==> src/rtl/irq_cause_pkg.sv <==
// Package: shared constants and address decode types for the interrupt
// cause controller. Assumes a 32-bit word register port with byte addresses.
package irq_cause_pkg;
    localparam int REG_W  = 32;
    localparam int ADDR_W = 8;
    localparam int SUM_W  = 3;

    // Summary bit positions, read by software from the summary register
    localparam int SUM_RX   = 0;
    localparam int SUM_TX   = 1;
    localparam int SUM_MISC = 2;

    // Word offset inside a group window (reg_addr[4:2])
    typedef enum logic [2:0] {
        OFF_CAUSE = 3'd0,
        OFF_MSET  = 3'd1,
        OFF_MCLR  = 3'd2,
        OFF_MODE  = 3'd3,
        OFF_MVIEW = 3'd4,
        OFF_MVAL  = 3'd5,
        OFF_RSV6  = 3'd6,
        OFF_RSV7  = 3'd7
    } reg_off_e;

    // Window select (reg_addr[7:5])
    typedef enum logic [2:0] {
        WIN_TX   = 3'd0,
        WIN_RX   = 3'd1,
        WIN_MISC = 3'd2,
        WIN_SUM  = 3'd3,
        WIN_RSV4 = 3'd4,
        WIN_RSV5 = 3'd5,
        WIN_RSV6 = 3'd6,
        WIN_RSV7 = 3'd7
    } reg_win_e;
endpackage

==> src/rtl/irq_cause_group.sv <==
// Module: one interrupt cause group. Holds WIDTH sticky cause bits, a mask
// (1 = disabled) changed only via set/clear writes, and a clear-mode flag
// (clear-on-read or write-1-to-clear). Gives a combinational read value for
// the offset presented and a flag that any unmasked cause bit is pending.
// Assumes sel_i already includes the strobe address decode and WIDTH <= 32.
module irq_cause_group
    import irq_cause_pkg::*;
#(
    parameter int WIDTH = 8
) (
    input  logic             clk,
    input  logic             rst_n,
    input  logic             sel_i,
    input  logic             wr_i,
    input  logic             rd_i,
    input  reg_off_e         off_i,
    input  logic [REG_W-1:0] wdata_i,
    input  logic [WIDTH-1:0] evt_i,
    output logic [REG_W-1:0] rdata_o,
    output logic             any_o
);
    logic [WIDTH-1:0] cause_q;
    logic [WIDTH-1:0] mask_q;
    logic [WIDTH-1:0] clr_vec;
    logic [WIDTH-1:0] wbits;
    logic             cor_q;
    logic             wr_hit;
    logic             rd_hit;

    assign wbits  = wdata_i[WIDTH-1:0];
    assign wr_hit = sel_i && wr_i;
    assign rd_hit = sel_i && rd_i;

    // Clear vector: written ones in write-1-to-clear mode, all bits on a read in clear-on-read mode
    always_comb begin
        clr_vec = '0;
        if (wr_hit && off_i == OFF_CAUSE && !cor_q) clr_vec = clr_vec | wbits;
        if (rd_hit && off_i == OFF_CAUSE &&  cor_q) clr_vec = '1;
    end

    // Cause bits: clear first, then OR in new events so an event is never lost
    always_ff @(posedge clk) begin
        if (!rst_n) cause_q <= '0;
        else        cause_q <= (cause_q & ~clr_vec) | evt_i;
    end

    // Mask bits: set and clear through separate offsets only
    always_ff @(posedge clk) begin
        if (!rst_n) begin
            mask_q <= '1;
        end else if (wr_hit && off_i == OFF_MSET) begin
            mask_q <= mask_q | wbits;
        end else if (wr_hit && off_i == OFF_MCLR) begin
            mask_q <= mask_q & ~wbits;
        end
    end

    // Clear mode: an all-ones write selects clear-on-read, anything else write-1-to-clear
    always_ff @(posedge clk) begin
        if (!rst_n)                            cor_q <= 1'b0;
        else if (wr_hit && off_i == OFF_MODE)  cor_q <= (wdata_i == {REG_W{1'b1}});
    end

    // Read mux for this group's registers
    always_comb begin
        rdata_o = '0;
        case (off_i)
            OFF_CAUSE: rdata_o = REG_W'(cause_q);
            OFF_MODE:  rdata_o = {REG_W{cor_q}};
            OFF_MVIEW: rdata_o = REG_W'(cause_q & ~mask_q);
            OFF_MVAL:  rdata_o = REG_W'(mask_q);
            default:   rdata_o = '0;
        endcase
    end

    // Pending flag toward the summary register
    assign any_o = |(cause_q & ~mask_q);

    assert_evt_kept_R10: assert property (@(posedge clk) disable iff (!rst_n)
        (|evt_i) |=> ((cause_q & $past(evt_i)) == $past(evt_i)));

    assert_mset_R6: assert property (@(posedge clk) disable iff (!rst_n)
        (wr_hit && off_i == OFF_MSET) |=> ((mask_q & $past(wbits)) == $past(wbits)));

    assert_mclr_R6: assert property (@(posedge clk) disable iff (!rst_n)
        (wr_hit && off_i == OFF_MCLR) |=> ((mask_q & $past(wbits)) == '0));

    assert_cor_clear_R4: assert property (@(posedge clk) disable iff (!rst_n)
        (rd_hit && off_i == OFF_CAUSE && cor_q && evt_i == '0) |=> (cause_q == '0));

    assert_w1c_keep_R3: assert property (@(posedge clk) disable iff (!rst_n)
        (wr_hit && off_i == OFF_CAUSE && !cor_q)
            |=> ((cause_q & ~$past(wbits)) == ($past(cause_q) & ~$past(wbits)) | $past(evt_i)));
endmodule

==> src/rtl/irq_cause_summary.sv <==
// Module: summary cause latch, summary mask and interrupt output register.
// Each summary bit is set while its group reports an unmasked cause and is
// cleared by a read of the summary register; pending groups set it again.
// Assumes any_i comes straight from the group masks (level, not pulse).
module irq_cause_summary
    import irq_cause_pkg::*;
(
    input  logic             clk,
    input  logic             rst_n,
    input  logic [SUM_W-1:0] any_i,
    input  logic             rd_clr_i,
    input  logic             wr_mask_i,
    input  logic [SUM_W-1:0] wmask_i,
    output logic [SUM_W-1:0] summ_o,
    output logic [SUM_W-1:0] smask_o,
    output logic             irq_o
);
    logic [SUM_W-1:0] summ_q;
    logic [SUM_W-1:0] smask_q;
    logic             irq_q;

    // Summary latch: cleared by a read, re-armed in the same cycle by pending groups
    always_ff @(posedge clk) begin
        if (!rst_n) summ_q <= '0;
        else        summ_q <= (rd_clr_i ? '0 : summ_q) | any_i;
    end

    // Summary mask: plain write, 1 disables a summary bit
    always_ff @(posedge clk) begin
        if (!rst_n)         smask_q <= '1;
        else if (wr_mask_i) smask_q <= wmask_i;
    end

    // Interrupt line: registered OR of the live summary bits after the mask
    always_ff @(posedge clk) begin
        if (!rst_n) irq_q <= 1'b0;
        else        irq_q <= |(any_i & ~smask_q);
    end

    assign summ_o  = summ_q;
    assign smask_o = smask_q;
    assign irq_o   = irq_q;

    assert_irq_source_R9: assert property (@(posedge clk) disable iff (!rst_n)
        irq_o |-> $past((any_i & ~smask_q) != '0));

    assert_summ_sticky_R8: assert property (@(posedge clk) disable iff (!rst_n)
        (|any_i) |=> ((summ_q & $past(any_i)) == $past(any_i)));

    assert_summ_hold_R8: assert property (@(posedge clk) disable iff (!rst_n)
        (!rd_clr_i) |=> ((summ_q & $past(summ_q)) == $past(summ_q)));
endmodule

==> src/rtl/irq_cause_ctrl.sv <==
// Module: top of the aggregated interrupt cause controller. Decodes the
// register port into three cause groups and the summary block, registers
// read data, and drives the single interrupt line.
// Assumes reg_wr and reg_rd are single-cycle strobes, one access per cycle.
module irq_cause_ctrl
    import irq_cause_pkg::*;
#(
    parameter int TX_RINGS = 24,
    parameter int RX_BITS  = 1,
    parameter int MISC_BITS = 3
) (
    input  logic                clk,
    input  logic                rst_n,
    input  logic                reg_wr,
    input  logic                reg_rd,
    input  logic [ADDR_W-1:0]   reg_addr,
    input  logic [REG_W-1:0]    reg_wdata,
    output logic [REG_W-1:0]    reg_rdata,
    input  logic [TX_RINGS:0]   tx_evt,
    input  logic [RX_BITS-1:0]  rx_evt,
    input  logic [MISC_BITS-1:0] misc_evt,
    output logic                irq
);
    localparam int TX_W = TX_RINGS + 1;

    reg_win_e         win;
    reg_off_e         off;
    logic             aligned;
    logic             sel_tx, sel_rx, sel_misc, sel_sum;
    logic [REG_W-1:0] rd_tx, rd_rx, rd_misc, rd_sum, rd_mux;
    logic             any_tx, any_rx, any_misc;
    logic [SUM_W-1:0] any_vec;
    logic [SUM_W-1:0] summ, smask;
    logic             summ_rd_clr, smask_wr;
    logic [REG_W-1:0] rdata_q;

    assign win     = reg_win_e'(reg_addr[7:5]);
    assign off     = reg_off_e'(reg_addr[4:2]);
    assign aligned = (reg_addr[1:0] == 2'b00);

    // Window decode, only for word-aligned addresses
    always_comb begin
        sel_tx   = aligned && win == WIN_TX;
        sel_rx   = aligned && win == WIN_RX;
        sel_misc = aligned && win == WIN_MISC;
        sel_sum  = aligned && win == WIN_SUM;
    end

    irq_cause_group #(.WIDTH(TX_W)) u_grp_tx (
        .clk(clk), .rst_n(rst_n), .sel_i(sel_tx), .wr_i(reg_wr), .rd_i(reg_rd),
        .off_i(off), .wdata_i(reg_wdata), .evt_i(tx_evt),
        .rdata_o(rd_tx), .any_o(any_tx)
    );

    irq_cause_group #(.WIDTH(RX_BITS)) u_grp_rx (
        .clk(clk), .rst_n(rst_n), .sel_i(sel_rx), .wr_i(reg_wr), .rd_i(reg_rd),
        .off_i(off), .wdata_i(reg_wdata), .evt_i(rx_evt),
        .rdata_o(rd_rx), .any_o(any_rx)
    );

    irq_cause_group #(.WIDTH(MISC_BITS)) u_grp_misc (
        .clk(clk), .rst_n(rst_n), .sel_i(sel_misc), .wr_i(reg_wr), .rd_i(reg_rd),
        .off_i(off), .wdata_i(reg_wdata), .evt_i(misc_evt),
        .rdata_o(rd_misc), .any_o(any_misc)
    );

    // Summary bit order seen by software
    always_comb begin
        any_vec           = '0;
        any_vec[SUM_RX]   = any_rx;
        any_vec[SUM_TX]   = any_tx;
        any_vec[SUM_MISC] = any_misc;
    end

    assign summ_rd_clr = reg_rd && sel_sum && off == OFF_CAUSE;
    assign smask_wr    = reg_wr && sel_sum && off == OFF_MSET;

    irq_cause_summary u_sum (
        .clk(clk), .rst_n(rst_n), .any_i(any_vec), .rd_clr_i(summ_rd_clr),
        .wr_mask_i(smask_wr), .wmask_i(reg_wdata[SUM_W-1:0]),
        .summ_o(summ), .smask_o(smask), .irq_o(irq)
    );

    // Summary window read values
    always_comb begin
        case (off)
            OFF_CAUSE: rd_sum = REG_W'(summ);
            OFF_MSET:  rd_sum = REG_W'(smask);
            default:   rd_sum = '0;
        endcase
    end

    // Top-level read mux across windows
    always_comb begin
        rd_mux = '0;
        if (sel_tx)   rd_mux = rd_tx;
        if (sel_rx)   rd_mux = rd_rx;
        if (sel_misc) rd_mux = rd_misc;
        if (sel_sum)  rd_mux = rd_sum;
    end

    // Read data register, loaded only on a read strobe
    always_ff @(posedge clk) begin
        if (!rst_n)      rdata_q <= '0;
        else if (reg_rd) rdata_q <= rd_mux;
    end

    assign reg_rdata = rdata_q;

    assert_rdata_hold_R12: assert property (@(posedge clk) disable iff (!rst_n)
        (!reg_rd) |=> $stable(reg_rdata));

    assert_one_access_R12: assert property (@(posedge clk) disable iff (!rst_n)
        !(reg_rd && reg_wr));
endmodule

==> config.mk <==
export PLATFORM = sky130hd
export DESIGN_NAME = irq_cause_ctrl
export DESIGN_NICKNAME = d
export VERILOG_FILES = /design/src/rtl/irq_cause_pkg.sv /design/src/rtl/irq_cause_group.sv /design/src/rtl/irq_cause_summary.sv /design/src/rtl/irq_cause_ctrl.sv
export SDC_FILE = /design/constraint.sdc
export NUM_CORES = 1
export LEC_CHECK = 0
export BUFFER_PORTS_ARGS = -buffer_cell sky130_fd_sc_hd__buf_2
export CORE_ASPECT_RATIO = 0.7
export CORE_MARGIN = 10
export CORE_UTILIZATION = 50
export CTS_BUF_LIST = sky130_fd_sc_hd__clkbuf_16
export CTS_CLUSTER_SIZE = 28
export DETAILED_ROUTE_END_ITERATION = 8
export GPL_TIMING_DRIVEN = 0
export PLACE_DENSITY = 0.76
export REMOVE_ABC_BUFFERS = 1
export SKIP_LAST_GASP = 1
export SYNTH_ARGS = -nofsm -noshare
export SYNTH_HDL_FRONTEND = slang
export SYNTH_HIERARCHICAL = 1
export SYNTH_SLANG_ARGS = --single-unit
==> constraint.sdc <==
create_clock -name clk -period 2.8 [get_ports clk]
set_clock_uncertainty 0.2 [all_clocks]
set_input_delay 0.28 -clock clk [delete_from_list [all_inputs] [get_ports clk]]
set_output_delay 0.28 -clock clk [all_outputs]
set_load 0.01 [all_outputs]
==> results.cfg <==
[floorplanning]
die_y_um = 115
dieArea_mm2 = 0.0179
core_area_mm2 = 0.0125
die_x_um = 156
start_util = 0.515
io_pins = 106
core.rowCount = 34

[critical_path]
path_class = primary input to flop
r2r-start = u_grp_tx/cor_q
critPathBufInv = 1
start_kind = primary input
critical_path.endpoint_type = flop
crit_chain = buf_2 -> nor3_1 -> nand3b_4 -> nor3b_4 -> a221o_1
worstPathArrival_ns = 2.78
slowest_delay_ns = 0.97
cp_top_family = simple AND/OR/NAND/NOR gates
cp_data_required_time_ns = 2.88
cpMaxStageDelayCell = nor3b_4
crit_fanout = 68
startpoint = reg_addr[5]

[yosys]
synth-simple-area-share = 0.204
synthMuxAreaShare = 0.0145
synth_top_area_share = 0.310
synth_edf_count = 0
synth_top_area_cell = dfxtp_1
ys_seq_area_frac = 0.310
synth_compound_area_frac = 0.332
ys.flop_type = dfxtp_1
synth_top_family_by_area = compound AO/OA/AOI/OAI gates
ys_seq_elements = 100
synthTopCellsByArea = dfxtp_1 31%, a32o_1 8.8%, buf_4 8.0%, nand2_1 4.1%, a22o_1 3.9%
synth.distinct_cells = 59
synth_warnings = 6
syn_area_mm2 = 0.00646
synth_cells = 764
synthXorXnorAreaFrac = 0.00136
synth_adder_area_share = 0
synthArstFlopShare = 0
avgSynthCellArea_um2 = 8.46

[detailed_routing]
wirelength_mm = 20.7
drc = 0
dr.pass1.iters = 5
vias = 6297
post_drt_wl_per_cell_um = 21.5
viasPerCell = 6.55
drt_iter0_markers = 771
drtAntennaViolNets = 0

[placement]
dp_cells = 912
gp_congestion = 0.919
pre_cts_ws_ns = -0.847
port_buffers = 105
dp_hpwl_mm = 13.5

[timing]
relSlewSlack = 0.207
fin_crit_ns = 2.69
finalWorstSetupSlack_ns = 0.106
hold_viol_final = 0
rsz0062_at_grt = false
maxSlewViolCount = 0
tightest_slew_ns = 1.19
setup-violations-final = 0
max_freq_mhz = 371
fin_hold_ws_ns = 0.0512
final.period_utilization = 0.962

[clocking]
clkLatencyLatePin_ns = 0.35
cts.sinks = 100
cts_buffers = 9
path_clk_slew_ns = 0.07
cts-htree-levels = 3
cts_tree = yes
cts_max_path_buffers = 2
root_buffer = clkbuf_16

[global_route]
gr-usage-met1 = 0.313
gr-usage-all-layers = 0.229
grt_pass1_wl_mm = 33.8
grt_antenna_before_repair = 1
busiest_layer = met2
overflow = 0
grt_util_met3 = 0.0627
grt_pass1_vias = 6150
grt_max_degree = 69
use_met2 = 0.352

[finish]
layout-drive-gt1-share = 0.186
area_delta_synth_final_pct = 11.3
final_cell_mix = 104 x buf_2, 100 x dfxtp_1, 71 x nand2_1
nFillCells = 1086
layout_commonest_cell = buf_2
fin_cells = 961
fin_nets = 867
post-route-util = 0.573
diodes = 0

[worst_hold_path]
min-delay-start = reg_wdata[16]
hp-class = primary input to flop

[power_and_ir_drop]
power_density_mw_per_mm2 = 449
p_total_uw = 3230
ir_drop_mv = 0.317
p_leak_uw = 0.00294

[flow_run]
maxCapViolCount = 0

[status]
run_status = finished clean
[area by class of cell]
type / instances / area, µm² / share of cell area
timing repair buffer: 141 / 958 / 0.133
multi-input combinational: 510 / 3630 / 0.504
clock buffer: 9 / 225 / 0.0313
inverter: 32 / 120 / 0.0167
tap: 162 / 203 / 0.0282
sequential: 100 / 2000 / 0.278
clock inverter: 7 / 58.8 / 0.00818
[path summary, 6_finish.rpt]
kind	to	slack (ns)	cells after the start
worst min register to register	reg_rdata[16]	0.27	1
worst max-delay path	flop	0.11	5
worst min-delay path	flop	0.05	2
worst max register to register	reg_rdata[2]	0.43	8
[logic make-up (layout without fill, tap and decap cells)]
logic type      after synthesis  after routing
mux                           9              9
buf+inv                     156            189
xor+xnor                      1              1
compound gates              267            267
simple gates                231            233
flops                       100            100
[cells in the mapped netlist, types with 29 or more instances]
cell type / number
o21a_1: 32
nand2_1: 71
inv_1: 32
nand4_1: 29
dfxtp_1: 100
o21ai_0: 33
buf_4: 69
nand3b_1: 32
a22o_1: 29
nor2_1: 42
clkbuf_1: 33
a32o_1: 57
[report_power, final]
part	internal, µW	switching [µW]	total (µW)
clock network	681	565	1250
logic	215	292	508
registers	1460	22.3	1480
total	2350	879	3230
[per-stage QoR]
step	TNS [ns]	area [µm²]
2_1_floorplan	0	5690
3_3_place_gp	-38.92	6410
3_5_place_dp	-32.41	6530
4_1_cts	0	7150
5_1_grt	0	7190
6_report	0	7190
[layer usage]
layer	up-vias	share of wire	wire [µm]
li1	2892	-	-
met1	3023	0.43	8990
met2	338	0.44	9130
met3	42	0.11	2220
met4	2	0.016	327
met5	-	0.00053	11
[what timing repair did]
item / in CTS / in global routing
setup endpoints to repair: 35 / 58
hold buffers: 29 / 0
gates cloned: 2 / 0
pin swaps: 1 / 4
setup buffers: 0 / 2
resized for setup: 5 / 2
hold endpoints to repair: 29 / 0
(Power assumes the default switching activity.)
